$ cat config.mk
export PLATFORM = sky130hd
export DESIGN_NAME = lc_enc8b10b
export DESIGN_NICKNAME = d
export VERILOG_FILES = /design/src/rtl/lc8b10b_pkg.sv /design/src/rtl/lc_grp6_enc.sv /design/src/rtl/lc_grp4_enc.sv /design/src/rtl/lc_ctrl_legal.sv /design/src/rtl/lc_enc8b10b.sv
export SDC_FILE = /design/constraint.sdc
export NUM_CORES = 1
export LEC_CHECK = 0
export ABC_AREA = 1
export ABC_CLOCK_PERIOD_IN_PS = 13250
export CORE_MARGIN = 2
export CORE_UTILIZATION = 31
export CTS_CLUSTER_DIAMETER = 30
export DETAILED_ROUTE_END_ITERATION = 10
export PLACE_DENSITY_LB_ADDON = 0.08
export SLEW_MARGIN = 20
export SYNTH_ARGS = -nofsm -noshare
export SYNTH_HDL_FRONTEND = slang
export SYNTH_SLANG_ARGS = --single-unit
$ cat constraint.sdc
create_clock -name clk -period 13.25 [get_ports clk]
set_clock_uncertainty 0.2 [all_clocks]
set_input_delay 3.975 -clock clk [delete_from_list [all_inputs] [get_ports clk]]
set_output_delay 3.975 -clock clk [all_outputs]
set_load 0.02 [all_outputs]
$ cat src/rtl/lc8b10b_pkg.sv
package lc8b10b_pkg;
    localparam int LO_W   = 5;
    localparam int HI_W   = 3;
    localparam int G6_W   = LO_W + 1;
    localparam int G4_W   = HI_W + 1;
    localparam int BYTE_W = LO_W + HI_W;
    localparam int SYM_W  = G6_W + G4_W;
    localparam int G6_BAL = G6_W / 2;
    localparam int G4_BAL = G4_W / 2;
    localparam logic [SYM_W-1:0] FILLER_SYM = 10'b1010101010;

    typedef enum logic {RD_NEG = 1'b0, RD_POS = 1'b1} rd_t;

    function automatic rd_t rd_flip(input rd_t r);
        rd_t n;
        unique case (r)
            RD_NEG: n = RD_POS;
            RD_POS: n = RD_NEG;
        endcase
        return n;
    endfunction
endpackage

$ cat src/rtl/lc_grp6_enc.sv
module lc_grp6_enc
    import lc8b10b_pkg::*;
(
    input  logic [LO_W-1:0] x_i,
    input  logic            k28_i,
    input  rd_t             rd_i,
    output logic [G6_W-1:0] code_o,
    output rd_t             rd_o
);
    logic [G6_W-1:0] base;
    logic            flip;

    always_comb begin
        unique case (x_i)
            5'd0:  {flip, base} = {1'b1, 6'b100111};
            5'd1:  {flip, base} = {1'b1, 6'b011101};
            5'd2:  {flip, base} = {1'b1, 6'b101101};
            5'd3:  {flip, base} = {1'b0, 6'b110001};
            5'd4:  {flip, base} = {1'b1, 6'b110101};
            5'd5:  {flip, base} = {1'b0, 6'b101001};
            5'd6:  {flip, base} = {1'b0, 6'b011001};
            5'd7:  {flip, base} = {1'b1, 6'b111000};
            5'd8:  {flip, base} = {1'b1, 6'b111001};
            5'd9:  {flip, base} = {1'b0, 6'b100101};
            5'd10: {flip, base} = {1'b0, 6'b010101};
            5'd11: {flip, base} = {1'b0, 6'b110100};
            5'd12: {flip, base} = {1'b0, 6'b001101};
            5'd13: {flip, base} = {1'b0, 6'b101100};
            5'd14: {flip, base} = {1'b0, 6'b011100};
            5'd15: {flip, base} = {1'b1, 6'b010111};
            5'd16: {flip, base} = {1'b1, 6'b011011};
            5'd17: {flip, base} = {1'b0, 6'b100011};
            5'd18: {flip, base} = {1'b0, 6'b010011};
            5'd19: {flip, base} = {1'b0, 6'b110010};
            5'd20: {flip, base} = {1'b0, 6'b001011};
            5'd21: {flip, base} = {1'b0, 6'b101010};
            5'd22: {flip, base} = {1'b0, 6'b011010};
            5'd23: {flip, base} = {1'b1, 6'b111010};
            5'd24: {flip, base} = {1'b1, 6'b110011};
            5'd25: {flip, base} = {1'b0, 6'b100110};
            5'd26: {flip, base} = {1'b0, 6'b010110};
            5'd27: {flip, base} = {1'b1, 6'b110110};
            5'd28: {flip, base} = {1'b0, 6'b001110};
            5'd29: {flip, base} = {1'b1, 6'b101110};
            5'd30: {flip, base} = {1'b1, 6'b011110};
            5'd31: {flip, base} = {1'b1, 6'b101011};
        endcase
        if (k28_i) begin
            {flip, base} = {1'b1, 6'b001111};
        end
    end

    always_comb begin
        unique case (rd_i)
            RD_NEG: code_o = base;
            RD_POS: code_o = flip ? ~base : base;
        endcase
        rd_o = ($countones(base) != G6_BAL) ? rd_flip(rd_i) : rd_i;
    end
endmodule

$ cat src/rtl/lc_grp4_enc.sv
module lc_grp4_enc
    import lc8b10b_pkg::*;
(
    input  logic [HI_W-1:0] y_i,
    input  logic [LO_W-1:0] x_i,
    input  logic            ctrl_i,
    input  rd_t             rd_i,
    output logic [G4_W-1:0] code_o,
    output rd_t             rd_o
);
    localparam logic [G4_W-1:0] PRI7 = 4'b1110;
    localparam logic [G4_W-1:0] ALT7 = 4'b0111;

    logic [G4_W-1:0] base;
    logic            flip;
    logic            use_alt;

    always_comb begin
        unique case (rd_i)
            RD_NEG: use_alt = (x_i == 5'd17) || (x_i == 5'd18) || (x_i == 5'd20);
            RD_POS: use_alt = (x_i == 5'd11) || (x_i == 5'd13) || (x_i == 5'd14);
        endcase
        if (ctrl_i) begin
            use_alt = 1'b1;
        end
    end

    always_comb begin
        unique case (y_i)
            3'd0: {flip, base} = {1'b1, 4'b1011};
            3'd1: {flip, base} = ctrl_i ? {1'b1, 4'b0110} : {1'b0, 4'b1001};
            3'd2: {flip, base} = ctrl_i ? {1'b1, 4'b1010} : {1'b0, 4'b0101};
            3'd3: {flip, base} = {1'b1, 4'b1100};
            3'd4: {flip, base} = {1'b1, 4'b1101};
            3'd5: {flip, base} = ctrl_i ? {1'b1, 4'b0101} : {1'b0, 4'b1010};
            3'd6: {flip, base} = ctrl_i ? {1'b1, 4'b1001} : {1'b0, 4'b0110};
            3'd7: {flip, base} = {1'b1, use_alt ? ALT7 : PRI7};
        endcase
    end

    always_comb begin
        unique case (rd_i)
            RD_NEG: code_o = base;
            RD_POS: code_o = flip ? ~base : base;
        endcase
        rd_o = ($countones(base) != G4_BAL) ? rd_flip(rd_i) : rd_i;
    end
endmodule

$ cat src/rtl/lc_ctrl_legal.sv
module lc_ctrl_legal
    import lc8b10b_pkg::*;
(
    input  logic [BYTE_W-1:0] byte_i,
    input  logic              ctrl_i,
    output logic              bad_o,
    output logic              k28_o
);
    logic legal;

    always_comb begin
        k28_o = ctrl_i && (byte_i[LO_W-1:0] == 5'd28);
        legal = (byte_i[LO_W-1:0] == 5'd28)
             || (byte_i == 8'hF7) || (byte_i == 8'hFB)
             || (byte_i == 8'hFD) || (byte_i == 8'hFE);
        bad_o = ctrl_i && !legal;
    end
endmodule

$ cat src/rtl/lc_enc8b10b.sv
module lc_enc8b10b
    import lc8b10b_pkg::*;
(
    input  logic              clk,
    input  logic              rst_n,
    input  logic              in_valid,
    input  logic [BYTE_W-1:0] in_byte,
    input  logic              in_ctrl,
    output logic [SYM_W-1:0]  sym_o,
    output logic              rd_pos_o,
    output logic              err_o
);
    rd_t             rd_q;
    rd_t             rd_nxt;
    rd_t             rd_mid;
    rd_t             rd_end;
    logic [G6_W-1:0] c6;
    logic [G4_W-1:0] c4;
    logic            bad;
    logic            k28;

    lc_ctrl_legal u_legal (
        .byte_i (in_byte),
        .ctrl_i (in_ctrl),
        .bad_o  (bad),
        .k28_o  (k28)
    );

    lc_grp6_enc u_g6 (
        .x_i    (in_byte[LO_W-1:0]),
        .k28_i  (k28),
        .rd_i   (rd_q),
        .code_o (c6),
        .rd_o   (rd_mid)
    );

    lc_grp4_enc u_g4 (
        .y_i    (in_byte[BYTE_W-1:LO_W]),
        .x_i    (in_byte[LO_W-1:0]),
        .ctrl_i (in_ctrl),
        .rd_i   (rd_mid),
        .code_o (c4),
        .rd_o   (rd_end)
    );

    always_comb begin
        rd_nxt = rd_q;
        if (in_valid && !bad) begin
            rd_nxt = rd_end;
        end
    end

    always_ff @(posedge clk) begin
        if (!rst_n) begin
            rd_q <= RD_NEG;
        end else begin
            rd_q <= rd_nxt;
        end
    end

    always_ff @(posedge clk) begin
        if (!rst_n) begin
            sym_o <= FILLER_SYM;
            err_o <= 1'b0;
        end else if (in_valid) begin
            sym_o <= bad ? FILLER_SYM : {c6, c4};
            err_o <= bad;
        end
    end

    assign rd_pos_o = (rd_q == RD_POS);
endmodule

Yosys cells after proc, flatten, opt, wreduce, memory -nomap -nowiden. Memories as Yosys holds them, arrays and structs flattened. Cells that the tools add are included.

Flip-flop bits (word level): 12. Logic and storage cells: 71. Bits in read-only memories: 224. Memories kept: 1. Memory bits (writable): 0. Input bits: 12. Bits in latches: 0.

Bitwise operators: 4. Shift-type cells: 0. Reductions and logical operators: 15. Muxes and demuxes: 20. $lt $le $gt $ge: 0. Multiply operators: 0. Eq/ne operators: 20. Add/subtract/negate cells: 8. Div/mod/pow operators: 0.

Memory list: (name not given) (words 32, width 7, rd ports 1, clocked after memory_dff 0, write ports 0, line lc_grp6_enc.sv:14) `unique case (x_i)`.

Operators by type and width (count): $add 32x32->32 (3); $ne 32x3->1 const B (2); $eq 8x8->1 const B (4); $pmux 4 s8 (1); $eq 5x5->1 const B (4); $mux 5 (4); $eq 5x4->1 const B (3); $eq 3x3->1 const B (4); $mux 6 (2); $pmux 6 s2 (1); $add 1x1->2 (5); $mux 10 (1); $logic_or 1x1->1 (8); $mux 4 (2); $pmux 4 s2 (1); $eq 3x2->1 const B (2); $not 6->6 (1); $pmux 1 s2 (3); $pmux 1 s5 (1); $mux 1 (4); $not 4->4 (1); $reduce_or 4->1 (1); $eq 3x1->1 const B (1); $logic_and 1x1->1 (3); 3 further kinds (5).

Depth between registers and ports, before layout. Gate-level depths: netlist of run 1.

Depth in word-level cells: 17. Depth in mapped cells: 27. Depth with buffers taken out: 27.

Cells and area by module. Synthesis of run 1 repeated with hierarchy kept, for this count alone.

Cells, all modules: 264. Area, all modules: 1547.7 µm².

Modules (own cells, without submodules): lc_grp6_enc (cells an instance 123, seq. area each 0.0 µm², times used 1, area each 676.9 µm²); lc_enc8b10b (cells an instance 56, seq. area each 240.2 µm², times used 1, area each 441.7 µm²); lc_grp4_enc (cells an instance 61, seq. area each 0.0 µm², times used 1, area each 322.8 µm²); lc_ctrl_legal (cells an instance 24, seq. area each 0.0 µm², times used 1, area each 106.4 µm²).

Worst setup path before layout of run 1. No wires, ideal clock.

Path type: input port to flip-flop. Start point: in in_byte[0]. End point: reg rd_q (netlist: rd_pos_o). Setup time: 0.079 ns. Path slack: 5.100 ns. Cell stages on the path: 26. Path buffers: 0. Required time: 12.971 ns. Arrival time: 7.870 ns. Cells stage by stage: inv_1 > ha_1 > nand4_2 > inv_1 > nand2_1 > o211ai_1 > nor2_1 > ha_1 > fa_1 > ha_1 > nand2_1 > inv_1 > nand2_1 > nand2_1 > nand2_1 > inv_1 > nand2_1 > nand3_1 > nand2_1 > nand2_1 > ha_1 > ha_1 > fa_1 > nor3b_1 > xnor2_1 > a211oi_2.

Cells in the longest elaborated chain, start to end: 17. Elaborated cells on any way between the ends: 44.

Ends and longest elaborated chain: start, declared (line lc_enc8b10b.sv:7) `input logic [BYTE_W-1:0] in_byte,`; branches (longest 17 deep; another with $add 32x32->32); end signal, assigned (line lc_enc8b10b.sv:57) `rd_q <= rd_nxt;`; end, declared (line lc_enc8b10b.sv:13) `rd_t rd_q;`.

Several ways; the timed one is not identified. A chain may end at the register's enable or synchronous reset.

Final worst setup path of run 1. Ends and elaborated chain as after synthesis.

==> results of run 1 <==
[logic make-up (layout without fill, tap and decap cells)]
family / after synthesis / after routing / share of synthesized area
AOI/OAI and AO/OA: 35 / 35 / 0.154
xor gates and xnor gates: 2 / 2 / 0.0124
adders and majority gates: 18 / 18 / 0.175
buffers and inverters: 35 / 56 / 0.104
DFF: 12 / 12 / 0.170
and+or+nand+nor: 125 / 125 / 0.385
[path summary, 6_finish.rpt]
| check | start | to | cells past startpoint |
|---|---|---|---|
| worst max-delay path | in_byte[0] | rd_pos_o | 26 |
| worst min-delay path | sym_o[0] | sym_o[0] | 2 |
| worst min register to register | sym_o[0] | sym_o[0] | 2 |
| worst max register to register | rd_pos_o | rd_pos_o | 13 |
[sequential cells by signal (all words and copies together) (netlist names)]
signal    cells
sym_o        10
err_o         1
rd_pos_o      1
[critical path: stages]
cell             delay [ns]
clkdlybuf4s50_1        0.60
inv_1                  0.15
ha_1                   0.36
o211ai_1               0.19
a21oi_1                0.10
nor2_1                 0.18
inv_1                  0.09
ha_1                   0.23
fa_1                   0.47
ha_1                   0.30
nand2_1                0.06
inv_1                  0.04
nand2_1                0.05
nand2_1                0.04
nand2_1                0.16
inv_1                  0.10
nand2_1                0.09
nand3_1                0.07
nand2_1                0.09
nand2_1                0.08
ha_1                   0.28
ha_1                   0.19
fa_1                   0.47
nor3b_1                0.26
xnor2_1                0.13
a211oi_2               0.20
[through the flow]
step	power [µW]	cell area, µm²
after global placement	115	1670
after global routing	165	1730
after floorplan	93.6	1420
after detailed placement	114	1670
final	151	1730
after CTS	153	1730
[per-layer routing]
layer	part of all wire	global-route usage	up-vias
met5	0	0	-
met4	0.0041	0.0377	0
met3	0.036	0.0113	2
met2	0.45	0.247	35
met1	0.51	0.199	629
li1	-	-	782
[power groups by stage]
| stage | Combinational, µW | Clock (µW) | Sequential [µW] |
|---|---|---|---|
| after detailed placement | 71.6 | 0 | 42.3 |
| after global routing | 82.2 | 41.3 | 42.0 |
| final | 71.1 | 38.3 | 41.5 |
| after floorplan | 48.9 | 0 | 44.7 |
| after global placement | 72.6 | 0 | 42.3 |
| after CTS | 71.8 | 39.6 | 41.5 |
[cell usage in the layout, fill, tap and decap left out, types with 3 or more instances in the layout]
cell type	instances
a21oi_1	9
inv_1	26
o21ai_0	15
clkdlybuf4s50_1	23
ha_1	15
o211ai_1	6
nor2_1	25
fa_1	3
nand3_1	26
nand2_1	62
or2_2	3
dfxtp_1	12
inv_2	3
clkbuf_8	4
[area by class of cell]
class | count | area, µm²
Clock buffer | 4 | 55.1
Tap cell | 52 | 65.1
Multi-Input combinational cell | 180 | 1030
Fill cell | 482 | 2660
Sequential cell | 12 | 240
Inverter | 29 | 109
Timing Repair Buffer | 23 | 230
==> out/results.ini, run 1 <==
[run_status]
outcome=finished, final reports clean

[global_route]
grt_pass1_wl_um=6150
grt_max_degree=18
antenna_found_initial=0
grt-ovfl-total=0
grt_usage=0.145
grt_pass1_vias=1400

[critical_path]
crit_fanout=6
worstSetupPathType=in2reg
start_kind=input port
r2r_slack_ns=10.17
worst_ep_required_time_ns=13.21
cp.arrival_ns=8.95
end_kind=flop

[route]
via_per_inst=4.83
dr.first_iter.drc_count=51
dr.pass1.iters=4
drtAntennaViolNets=0
drt_wl_total_um=3450
vias=1448
wl_per_cell_um=11.5
drc=0

[final_layout]
fin_nets=279
fin_cells=300
insertedDiodeCount=0
drive_gt1_frac=0.0685
areaGrowthSynthToFinish_pct=22.0
utilization=0.394

[sta]
max_slew_margin=0.593
rsz0062_at_grt=no
fin_ws_ns=4.25
hold_ws_ns=0.261
worst_pin_slew_ns=0.609
setup_viol=0
post-route-period-util=0.679
max_freq_mhz=111
timing.final.max_slew_violations=0
tns_ns=0
hold_violations=0
finalCriticalPeriod_ns=9.00

[pwr]
combinationalPowerShare=0.471
pwr_density_cell_nw_per_um2=87.4
power_frac_seq=0.275
swShare=0.377
peakVddDrop_v=0.0000283
clkPwrFrac=0.254
p_sw_uw=57.0
cellLeakagePower_uw=0.000836
internal_power_uw=94.0

[clocking]
clock_latency_ns=0.23
clock_sinks=12
clkTransAtPathRegs_ns=0.05
root_buffer=clkbuf_8
clk_path_buf_depth=2
numCtsBuffers=3
cts_tree=yes
cts_setup_buffers=0
cts_resized=0
holdBufCountCts=0
cts_max_level=1

[placement]
io_buffer_count=23
dpl.cell_count=296
dp_hpwl_um=2850
gp_congestion=0.853
post-place-ws_ns=3.97

[die]
core_area_um2=4380
fp.dieArea_um2=5130
num_rows=24
start_util=0.323
dieHeight_um=71.6
ioPinCount=24
die_x_um=71.6

[yosys]
ys_ff_latch=12
syn_avg_cell_area_um2=6.24
syn_nets=257
synthCells=227
synth_area_leaders=dfxtp_1 17%, nand2_1 16%, ha_1 13%
synth_ff_type=dfxtp_1
yosysSeqAreaShare=0.170
yosysWarnings=0
synth_cell_types=27
synth_top_area_frac=0.170
netlist_area_um2=1420
yosysTopAreaCell=dfxtp_1
synth-edff-count=0
synth_top_cells_by_count=62 x nand2_1, 26 x inv_1, 26 x nand3_1
synth_most_common_cell=nand2_1
async_reset_ff_frac=0

[flow_run]
cap_violations=0

[hold_path]
hp-class=reg2reg

No activity file was read; power rests on OpenSTA's default activity.
==> run 2, diff against run 1 <==
--- a/config.mk
+++ b/config.mk
@@ -6,7 +6,7 @@
 export NUM_CORES = 1
 export LEC_CHECK = 0
 export ABC_AREA = 1
-export ABC_CLOCK_PERIOD_IN_PS = 13250
+export ABC_CLOCK_PERIOD_IN_PS = 8830
 export CORE_MARGIN = 2
 export CORE_UTILIZATION = 31
 export CTS_CLUSTER_DIAMETER = 30
==> constraint.sdc (replaced) <==
create_clock -name clk -period 8.83 [get_ports clk]
set_clock_uncertainty 0.2 [all_clocks]
set_input_delay 2.649 -clock clk [delete_from_list [all_inputs] [get_ports clk]]
set_output_delay 2.649 -clock clk [all_outputs]
set_load 0.02 [all_outputs]
==> out/results.ini, run 2 (synthesis results as in run 1) <==
[run_status]
outcome=finished, final reports clean

[final_layout]
top_register=sym_o
final_common_cell=nand2_1
drive_gt1_frac=0.0723  ; +0.00374
largest_reg_flops=10  ; unchanged
fin_nets=280  ; +0.36%
areaGrowthSynthToFinish_pct=22.5
final_cell_mix=62 x nand2_1, 26 x inv_1, 26 x nand3_1
fin_area_um2=1740  ; +0.43%
insertedDiodeCount=0  ; unchanged

[global_route]
met2_usage=0.241  ; -0.00617
grt_pass1_wl_um=5980  ; -2.8%
grt_use_met1=0.199  ; about the same
grt_pass1_vias=1337  ; -4.5%
antenna_found_initial=0  ; unchanged
grt_usage=0.143  ; -0.00201
grt_max_degree=17  ; -1
use_met3=0.00703  ; -0.00422
grt-busiest-layer=met2
grt-ovfl-total=0  ; unchanged

[critical_path]
start_kind=input port
critPathLaunch=in_byte[0]
crit_fanout=6  ; unchanged
cp.arrival_ns=7.66  ; -1.29 ns
max_stage_delay_ns=0.60  ; about the same
r2r_slack_ns=5.74  ; -4.43 ns
cp_top_family=adder cells
worstSetupPathType=in2reg
cp.depth=25  ; -3.8%
reg2reg_depth=13  ; unchanged
path_common_cell=nand2_1
path_buf_inv=4  ; -1
regToRegStartpoint=rd_pos_o
end_kind=flop
crit_slowest_cell=clkdlybuf4s50_1
worst_r2r_endpoint=rd_pos_o
worst_ep_required_time_ns=8.79  ; -4.42 ns

[clocking]
root_buffer=clkbuf_8
cts_setup_buffers=0  ; unchanged
clkTransAtPathRegs_ns=0.05  ; about the same
clock_sinks=12  ; unchanged
clk_path_buf_depth=2  ; unchanged
cts_max_level=1  ; unchanged
clock_latency_ns=0.23  ; about the same
cts_tree=yes
numCtsBuffers=3  ; unchanged
holdBufCountCts=0  ; unchanged
cts_resized=0  ; unchanged

[sta]
finalCriticalPeriod_ns=7.70
max_slew_margin=0.623  ; +0.0299
rsz0062_at_grt=no
tns_ns=0  ; unchanged
post-route-period-util=0.872
hold_violations=0  ; unchanged
worst_pin_slew_ns=0.564  ; -0.0448 ns
setup_viol=0  ; unchanged
hold_ws_ns=0.261  ; -0.000159 ns
fin_ws_ns=1.13  ; -3.13 ns
timing.final.max_slew_violations=0  ; unchanged
max_freq_mhz=130

[route]
dr.first_iter.drc_count=80  ; +57%
wl_per_cell_um=11.7  ; +2.1%
dr.pass1.iters=4  ; unchanged
via_per_inst=4.92  ; +2.0%
drtAntennaViolNets=0  ; unchanged
drt_wl_total_um=3540  ; +2.4%
drc=0  ; unchanged
vias=1482  ; +2.3%

[die]
num_rows=24  ; unchanged
dieHeight_um=71.6  ; unchanged
core_area_um2=4380  ; unchanged
ioPinCount=24  ; unchanged
start_util=0.323  ; unchanged
die_x_um=71.6  ; unchanged
fp.dieArea_um2=5130  ; unchanged

[placement]
gp_congestion=0.822  ; -3.6%
io_buffer_count=23  ; unchanged
place_area_um2=1680  ; +0.45%
post-place-ws_ns=0.852  ; -3.12 ns
dp_hpwl_um=2910  ; +2.0%

[pwr]
pwr_density_cell_nw_per_um2=131  ; +50%
cellLeakagePower_uw=0.000840  ; +0.58%
peakVddDrop_v=0.0000361  ; +28%

[hold_path]
hold_depth=2  ; unchanged
whs_endpoint=sym_o[8]
hp-class=reg2reg
hold_start=sym_o[8]

[flow_run]
cap_violations=0  ; unchanged

-- run 2: worst reg2reg max path: stages (launching register included) --
cell and delay, ns:
dfxtp_1 0.56, inv_1 0.07, nand3_1 0.09, nand2_1 0.13, inv_1 0.13, nand2_1 0.08, nand4_1 0.09, nand2_1 0.09
ha_1 0.30, ha_1 0.21, fa_1 0.48, nor3b_1 0.26, xnor2_1 0.13, a211oi_2 0.21
-- run 2: worst max path at each step --
stage                    end  slack [ns]
floorplan           rd_pos_o        2.01
global placement    rd_pos_o        0.75
detailed placement  rd_pos_o        0.85
CTS                 rd_pos_o        1.08
global route        rd_pos_o        0.69
finish              rd_pos_o        1.13
-- run 2: layout make-up --
type | count | area [µm²]
clock buffers | 4 | 55.1
fillers | 491 | 2650
inverters | 29 | 109
multi-input cells | 180 | 1030
flip-flops and latches | 12 | 240
well taps | 52 | 65.1
repair buffers | 24 | 238
-- run 2: per-stage QoR --
step	instances	total power, µW	util
after floorplan	227	140	-
after global placement	297	174	0.383
after detailed placement	297	172	0.383
after CTS	301	231	0.396
after global routing	301	251	0.396
final	301	228	0.396
-- run 2: report_power, final --
part	leakage (µW)	total [µW]	internal, µW	switching, µW
logic	0.000713	108	43.7	64.3
clock network	0.0000288	57.7	39.2	18.5
registers	0.0000985	62.3	58.6	3.65
total	0.000840	228	142	86.5
-- run 2: routing by layer --
layer	up-vias	part of all wire
li1	791	-
met1	666	0.50
met2	21	0.47
met3	4	0.024
met4	0	0.011
met5	-	0
